==> src/rtl/sdc_pkg.sv <==
package sdc_pkg;
  localparam int CMD_FRAME_BITS = 48;
  localparam int SHORT_RSP_BITS = 48;
  localparam int LONG_RSP_BITS  = 136;
  localparam int CRC_SPAN_BITS  = 40;

  typedef enum logic [1:0] {PH_IDLE, PH_TX, PH_RX} phase_t;

  function automatic logic [6:0] crc7_step(input logic [6:0] c, input logic b);
    logic fb;
    fb = b ^ c[6];
    return {c[5:0], 1'b0} ^ (fb ? 7'h09 : 7'h00);
  endfunction

  function automatic logic [6:0] crc7_span(input logic [CRC_SPAN_BITS-1:0] d);
    logic [6:0] c;
    c = 7'h00;
    for (int i = CRC_SPAN_BITS - 1; i >= 0; i--) c = crc7_step(c, d[i]);
    return c;
  endfunction
endpackage

==> src/rtl/sdc_tx.sv <==
module sdc_tx
  import sdc_pkg::*;
(
  input  logic                      clk,
  input  logic                      rst_n,
  input  logic                      load,
  input  logic [CMD_FRAME_BITS-1:0] frame,
  output logic                      line_out,
  output logic                      line_oe,
  output logic                      last_bit
);
  localparam int CW = $clog2(CMD_FRAME_BITS);

  logic [CMD_FRAME_BITS-1:0] sr_q;
  logic [CW-1:0]             cnt_q;
  logic                      busy_q;

  assign line_out = busy_q ? sr_q[CMD_FRAME_BITS-1] : 1'b1;
  assign line_oe  = busy_q;
  assign last_bit = busy_q && (cnt_q == CW'(CMD_FRAME_BITS - 1));

  always_ff @(posedge clk or negedge rst_n) begin
    if (!rst_n) begin
      sr_q   <= '0;
      cnt_q  <= '0;
      busy_q <= 1'b0;
    end else if (load) begin
      sr_q   <= frame;
      cnt_q  <= '0;
      busy_q <= 1'b1;
    end else if (busy_q) begin
      sr_q <= {sr_q[CMD_FRAME_BITS-2:0], 1'b1};
      if (last_bit) busy_q <= 1'b0;
      else          cnt_q  <= cnt_q + 1'b1;
    end
  end


  tx_count_bound_chk: assert property (@(posedge clk) disable iff (!rst_n)
    busy_q |-> (cnt_q <= CW'(CMD_FRAME_BITS - 1)));
endmodule

==> src/rtl/sdc_rx.sv <==
module sdc_rx
  import sdc_pkg::*;
#(
  parameter int RSP_WAIT = 64
) (
  input  logic         clk,
  input  logic         rst_n,
  input  logic         arm,
  input  logic         long_rsp,
  input  logic         line_in,
  output logic         fin,
  output logic         timed_out,
  output logic         crc_bad,
  output logic [127:0] frame
);
  localparam int WW = $clog2(RSP_WAIT + 1);

  typedef enum logic [1:0] {RX_IDLE, RX_WAIT, RX_RECV} rx_state_t;

  rx_state_t    st_q;
  logic [WW-1:0] wcnt_q;
  logic [7:0]    bcnt_q;
  logic [6:0]    crc_q;
  logic [127:0]  sr_q;
  logic          long_q, done_q, to_q;
  logic [7:0]    last_idx;

  assign last_idx  = long_q ? 8'(LONG_RSP_BITS - 1) : 8'(SHORT_RSP_BITS - 1);
  assign frame     = sr_q;
  assign fin       = done_q | to_q;
  assign timed_out = to_q;
  assign crc_bad   = done_q && !long_q && (crc_q != sr_q[7:1]);

  always_ff @(posedge clk or negedge rst_n) begin
    if (!rst_n) begin
      st_q   <= RX_IDLE;
      wcnt_q <= '0;
      bcnt_q <= '0;
      crc_q  <= '0;
      sr_q   <= '0;
      long_q <= 1'b0;
      done_q <= 1'b0;
      to_q   <= 1'b0;
    end else begin
      done_q <= 1'b0;
      to_q   <= 1'b0;
      unique case (st_q)
        RX_IDLE: if (arm) begin
          st_q   <= RX_WAIT;
          wcnt_q <= '0;
          long_q <= long_rsp;
          crc_q  <= '0;
        end
        RX_WAIT: begin
          if (!line_in) begin
            st_q   <= RX_RECV;
            bcnt_q <= 8'd1;
            sr_q   <= {sr_q[126:0], 1'b0};
          end else if (wcnt_q == WW'(RSP_WAIT - 1)) begin
            st_q <= RX_IDLE;
            to_q <= 1'b1;
          end else begin
            wcnt_q <= wcnt_q + 1'b1;
          end
        end
        RX_RECV: begin
          sr_q <= {sr_q[126:0], line_in};
          if (bcnt_q < 8'(CRC_SPAN_BITS)) crc_q <= crc7_step(crc_q, line_in);
          if (bcnt_q == last_idx) begin
            st_q   <= RX_IDLE;
            done_q <= 1'b1;
          end else begin
            bcnt_q <= bcnt_q + 1'b1;
          end
        end
        default: st_q <= RX_IDLE;
      endcase
    end
  end


  rx_single_outcome_chk: assert property (@(posedge clk) disable iff (!rst_n)
    !(done_q && to_q));

  rx_wait_window_chk: assert property (@(posedge clk) disable iff (!rst_n)
    (st_q == RX_WAIT) |-> (wcnt_q < WW'(RSP_WAIT)));
endmodule

==> src/rtl/sd_cmd_engine.sv <==
module sd_cmd_engine
  import sdc_pkg::*;
#(
  parameter int RSP_WAIT = 64
) (
  input  logic        clk,
  input  logic        rst_n,
  input  logic        reg_wr,
  input  logic [5:0]  reg_addr,
  input  logic [31:0] reg_wdata,
  output logic [31:0] reg_rdata,
  output logic        cmd_out,
  output logic        cmd_oe,
  input  logic        cmd_in
);
  localparam logic [15:0] CMD_KEEP_MASK = 16'h8EFF;
  localparam int B_GO = 15, B_FAIL = 14, B_NORSP = 10, B_LONG = 9;

  logic [15:0]  cmd_q;
  logic [31:0]  arg_q;
  logic [127:0] resp_q;
  logic         sts_to_q, sts_crc_q;
  phase_t       ph_q;

  logic wr_cmd, wr_arg, wr_sts, start;
  logic [CMD_FRAME_BITS-1:0] tx_frame;
  logic [CRC_SPAN_BITS-1:0]  tx_head;
  logic tx_last, rx_arm, rx_fin, rx_to, rx_crc_bad;
  logic [127:0] rx_frame;

  assign wr_cmd = reg_wr && (reg_addr[5:2] == 4'h0);
  assign wr_arg = reg_wr && (reg_addr[5:2] == 4'h1);
  assign wr_sts = reg_wr && (reg_addr[5:2] == 4'h8);
  assign start  = wr_cmd && !cmd_q[B_GO] && reg_wdata[B_GO];

  assign tx_head  = {2'b01, reg_wdata[5:0], arg_q};
  assign tx_frame = {tx_head, crc7_span(tx_head), 1'b1};
  assign rx_arm   = tx_last && !cmd_q[B_NORSP];

  sdc_tx u_tx (
    .clk(clk), .rst_n(rst_n), .load(start), .frame(tx_frame),
    .line_out(cmd_out), .line_oe(cmd_oe), .last_bit(tx_last)
  );

  sdc_rx #(.RSP_WAIT(RSP_WAIT)) u_rx (
    .clk(clk), .rst_n(rst_n), .arm(rx_arm), .long_rsp(cmd_q[B_LONG]),
    .line_in(cmd_in), .fin(rx_fin), .timed_out(rx_to), .crc_bad(rx_crc_bad),
    .frame(rx_frame)
  );

  always_ff @(posedge clk or negedge rst_n) begin
    if (!rst_n) begin
      cmd_q     <= '0;
      arg_q     <= '0;
      resp_q    <= '0;
      sts_to_q  <= 1'b0;
      sts_crc_q <= 1'b0;
      ph_q      <= PH_IDLE;
    end else begin
      if (wr_arg) arg_q <= reg_wdata;
      if (wr_cmd && !cmd_q[B_GO]) cmd_q <= reg_wdata[15:0] & CMD_KEEP_MASK;
      if (wr_sts) begin
        if (reg_wdata[6]) sts_to_q  <= 1'b0;
        if (reg_wdata[4]) sts_crc_q <= 1'b0;
      end
      unique case (ph_q)
        PH_IDLE: if (start) ph_q <= PH_TX;
        PH_TX: if (tx_last) begin
          if (cmd_q[B_NORSP]) begin
            cmd_q[B_GO] <= 1'b0;
            ph_q        <= PH_IDLE;
          end else begin
            ph_q <= PH_RX;
          end
        end
        PH_RX: if (rx_fin) begin
          cmd_q[B_GO] <= 1'b0;
          ph_q        <= PH_IDLE;
          if (rx_to) begin
            cmd_q[B_FAIL] <= 1'b1;
            sts_to_q      <= 1'b1;
          end else begin
            if (cmd_q[B_LONG]) resp_q <= {8'h00, rx_frame[127:8]};
            else               resp_q[31:0] <= rx_frame[39:8];
            if (rx_crc_bad) begin
              cmd_q[B_FAIL] <= 1'b1;
              sts_crc_q     <= 1'b1;
            end
          end
        end
        default: ph_q <= PH_IDLE;
      endcase
    end
  end

  always_comb begin
    unique case (reg_addr[5:2])
      4'h0:    reg_rdata = {16'h0000, cmd_q};
      4'h1:    reg_rdata = arg_q;
      4'h4:    reg_rdata = resp_q[31:0];
      4'h5:    reg_rdata = resp_q[63:32];
      4'h6:    reg_rdata = resp_q[95:64];
      4'h7:    reg_rdata = resp_q[127:96];
      4'h8:    reg_rdata = {25'h0, sts_to_q, 1'b0, sts_crc_q, 4'h0};
      default: reg_rdata = 32'h0;
    endcase
  end


  busy_write_ignored_chk: assert property (@(posedge clk) disable iff (!rst_n)
    (wr_cmd && cmd_q[B_GO]) |=> $stable(cmd_q[11:0]));

  idle_line_released_chk: assert property (@(posedge clk) disable iff (!rst_n)
    !cmd_q[B_GO] |-> !cmd_oe);

  fail_at_completion_chk: assert property (@(posedge clk) disable iff (!rst_n)
    $rose(cmd_q[B_FAIL]) |-> $fell(cmd_q[B_GO]));

  status_w1c_chk: assert property (@(posedge clk) disable iff (!rst_n)
    (wr_sts && reg_wdata[6] && !rx_fin) |=> !sts_to_q);
endmodule

==> config.mk <==
export PLATFORM = sky130hd
export DESIGN_NAME = sd_cmd_engine
export DESIGN_NICKNAME = d
export VERILOG_FILES = /design/src/rtl/sdc_pkg.sv /design/src/rtl/sdc_tx.sv /design/src/rtl/sdc_rx.sv /design/src/rtl/sd_cmd_engine.sv
export SDC_FILE = /design/constraint.sdc
export NUM_CORES = 1
export LEC_CHECK = 0
export BUFFER_PORTS_ARGS = -buffer_cell sky130_fd_sc_hd__clkbuf_2
export CAP_MARGIN = 40
export CELL_PAD_IN_SITES_DETAIL_PLACEMENT = 0
export CELL_PAD_IN_SITES_GLOBAL_PLACEMENT = 2
export CORE_MARGIN = 5
export CORE_UTILIZATION = 26
export CTS_CLUSTER_SIZE = 14
export DETAILED_ROUTE_END_ITERATION = 16
export PLACE_DENSITY = 0.59
export SLEW_MARGIN = 15
export SYNTH_ARGS = -nofsm -noshare
export SYNTH_HDL_FRONTEND = slang
export SYNTH_SLANG_ARGS = --single-unit
==> constraint.sdc <==
create_clock -name clk -period 2.65 [get_ports clk]
set_input_delay 0.1325 -clock clk [delete_from_list [all_inputs] [get_ports clk]]
set_output_delay 0.1325 -clock clk [all_outputs]
set_load 0.02 [all_outputs]
==> metrics.yaml <==
cts_tree: "yes"
grt_max_degree: 77
ant_nets: 0
fp.dieW_um: 262.5
num_vias: 11470
synth_top_area_share: 0.5723
met2_usage: 0.2194
crit_path_max_fanout: 3
place_ws_ps: 262.8
antenna_found_initial: 0
worst_ep_required_time_ps: 3150
cts_resized: 0
pwr_density_cell_mw_per_mm2: 897.0
synth_area_mm2: 0.01657
drv_slew: 0
grt_usage: 0.1350
cts_sinks: 379
first_iter_violations: 771
drive_gt1_frac: 0.2017
synth_ff_type: "dfrtp_1"
worst_slew_pin_slew_ps: 692.3
crit_chain: "xnor3_1 > xnor2_1 > xnor3_1 > xnor3_1 > xor2_1 > o21ai_1"
fin_crit_ps: 2377
ios: 76
grt_pass1_vias: 11800
vdd_ir_drop_max_mv: 0.5655
finalNetCount: 1746
synth_warnings: 0
root_buffer: "clkbuf_16"
start_kind: "flip-flop"
outcome: "complete, no violations"
ctsHoldBuffers: 35
hp-class: "in2async"
use_met1: 0.1900
drt_wl_total_mm: 46.93
synth_cell_types: 51
place_hpwl_mm: 31.63
critPathKind: "reg2reg"
seq_area_mm2: 0.009485
cp_common_cell: "xnor3_1"
multi_input_comb_area_mm2: 0.006741
syn_inst: 1562
clkSlewWorstSetupHoldPaths_ps: 50
area_delta_synth_final_pct: 21.90
reg2reg_to: "u_tx.sr_q[4]"
ys_top_cells_by_count: "584 x nand2_1, 379 x dfrtp_1, 131 x mux2_2, 68 x clkbuf_1, 50 x mux2i_1"
p_total_w: 0.01812
fp.dieH_um: 262.5
synth_seq_cells: 379
core_mm2: 0.06308
synth_area_per_cell_um2: 10.61
cts_buffer_depth: 3
synth_nets: 1610
top_usage_layer: "met2"
drc: 0
synthMostInstantiatedCell: "nand2_1"
grtUsageMet3: 0.02509
clk_latency_ps: 580
worstPathArrival_ps: 2880
ys_seq_area_frac: 0.5723
post_cts_buffers: 0
cp_slowest_cell: "xnor3_1"
initial_core_util: 0.2627
tns_ps: 0
timing.final.crit_share: 0.8971
synth_area_leaders: "dfrtp_1 57%, nand2_1 13%, mux2_2 8.9%, mux2i_1 3.0%, a22oi_1 2.0%"
numCtsBuffers: 47
rsz0062_at_grt: "no"
r2r-start: "arg_q[26]"
p_leak_nw: 10.15
drv_cap: 0
finalWorstSetupSlack_ps: 272.6
insertedDiodeCount: 0
reg2reg_depth: 6
worst_slew_margin_rel: 0.5385
synth_edf_count: 0
setup_viol: 0
h-tree-depth: 2
hold_ws_ps: 130.8
gp_congestion: 0.7462
rows: 92
hold_viol_final: 0
fill_cells: 6563
worstSetupEndpointType: "flip-flop"
synth-async-reset-ratio: 1.000
yosys.area.top_type: "dfrtp_1"
vias_per_cell: 4.453
port_buffers: 73
reg2reg_slack_ps: 270
cpPeakStageDelay_ps: 510
first_pass_iters: 5
wl_per_cell_um: 18.22
grt-ovfl-total: 0
max_freq_mhz: 420.6
skew_ps: 16.40
design.die.area_mm2: 0.06888
grt_first_pass_wirelength_mm: 73.84
worst max-delay path by stage:
stage,start,to,slack [ps]
finish,arg_q[26],u_tx.sr_q[4],270
global route,u_tx.cnt_q[0],u_rx.crc_q[6],130
CTS,arg_q[26],u_tx.sr_q[4],240
detailed placement,arg_q[26],u_tx.sr_q[4],260
global placement,arg_q[26],u_tx.sr_q[4],280
floorplan,u_tx.cnt_q[0],u_rx.crc_q[3],210
power by group:
part           internal, W  switching [W]  leakage, nW  total, W
combinational      0.00246        0.00234         4.34   0.00480
sequential         0.00647       0.000590         5.09   0.00706
clock              0.00379        0.00247        0.724   0.00626
cell families after synthesis:
family	share of synthesized area
flops	0.5723
mux	0.1192
compound gates	0.05776
simple gates	0.1631
fa+ha+maj	0.004530
buf+inv	0.02295
xor+xnor	0.06010
placed cells by master (no fill, tap or decap), types with 36 or more instances in the layout:
cell,instances
mux2i_1,50
xnor2_1,36
o21ai_0,44
dfrtp_1,378
nand2_1,583
a22oi_1,44
clkbuf_16,49
buf_4,51
mux2_2,131
clkbuf_2,72
registers in the layout (all words and copies together), names as in the netlist:
signal / count
u_rx.frame: 128
u_tx.sr_q: 48
u_tx.line_oe: 1
u_rx.done_q: 1
arg_q: 32
sts_to_q: 1
u_rx.st_q: 2
u_rx.timed_out: 1
resp_q: 120
u_rx.crc_q: 7
cmd_q: 13
ph_q: 2
u_rx.wcnt_q: 7
sts_crc_q: 1
u_rx.long_q: 1
u_rx.bcnt_q: 8
u_tx.cnt_q: 6
metrics by stage:
step / cells / utilization / area, µm²
5_1_grt: 2576 / 0.3202 / 20200
6_report: 2576 / 0.3202 / 20200
4_1_cts: 2575 / 0.3198 / 20170
3_5_place_dp: 2459 / 0.2907 / 18340
3_3_place_gp: 2459 / 0.2907 / 18340
2_1_floorplan: 1562 / - / 16570
layer usage:
metal	wire length [µm]	share of wire
met1	22350	0.48
met2	22160	0.47
met3	1710	0.036
met4	706	0.015
met5	0	0
final cells by class:
cell class | instances | area share
Inverter | 15 | 0.002787
Timing Repair Buffer | 172 | 0.06813
Clock buffer | 76 | 0.06968
Tap cell | 846 | 0.05240
Multi-Input combinational cell | 1083 | 0.3337
Clock inverter | 5 | 0.003716
Sequential cell | 379 | 0.4696
critical path, delay by kind of cell (launching register included):
family / cells / cell delay [ps]
compound gates: 1 / 120
xor+xnor: 5 / 1790
flops: 1 / 390
No activity file was read; power rests on OpenSTA's default activity.
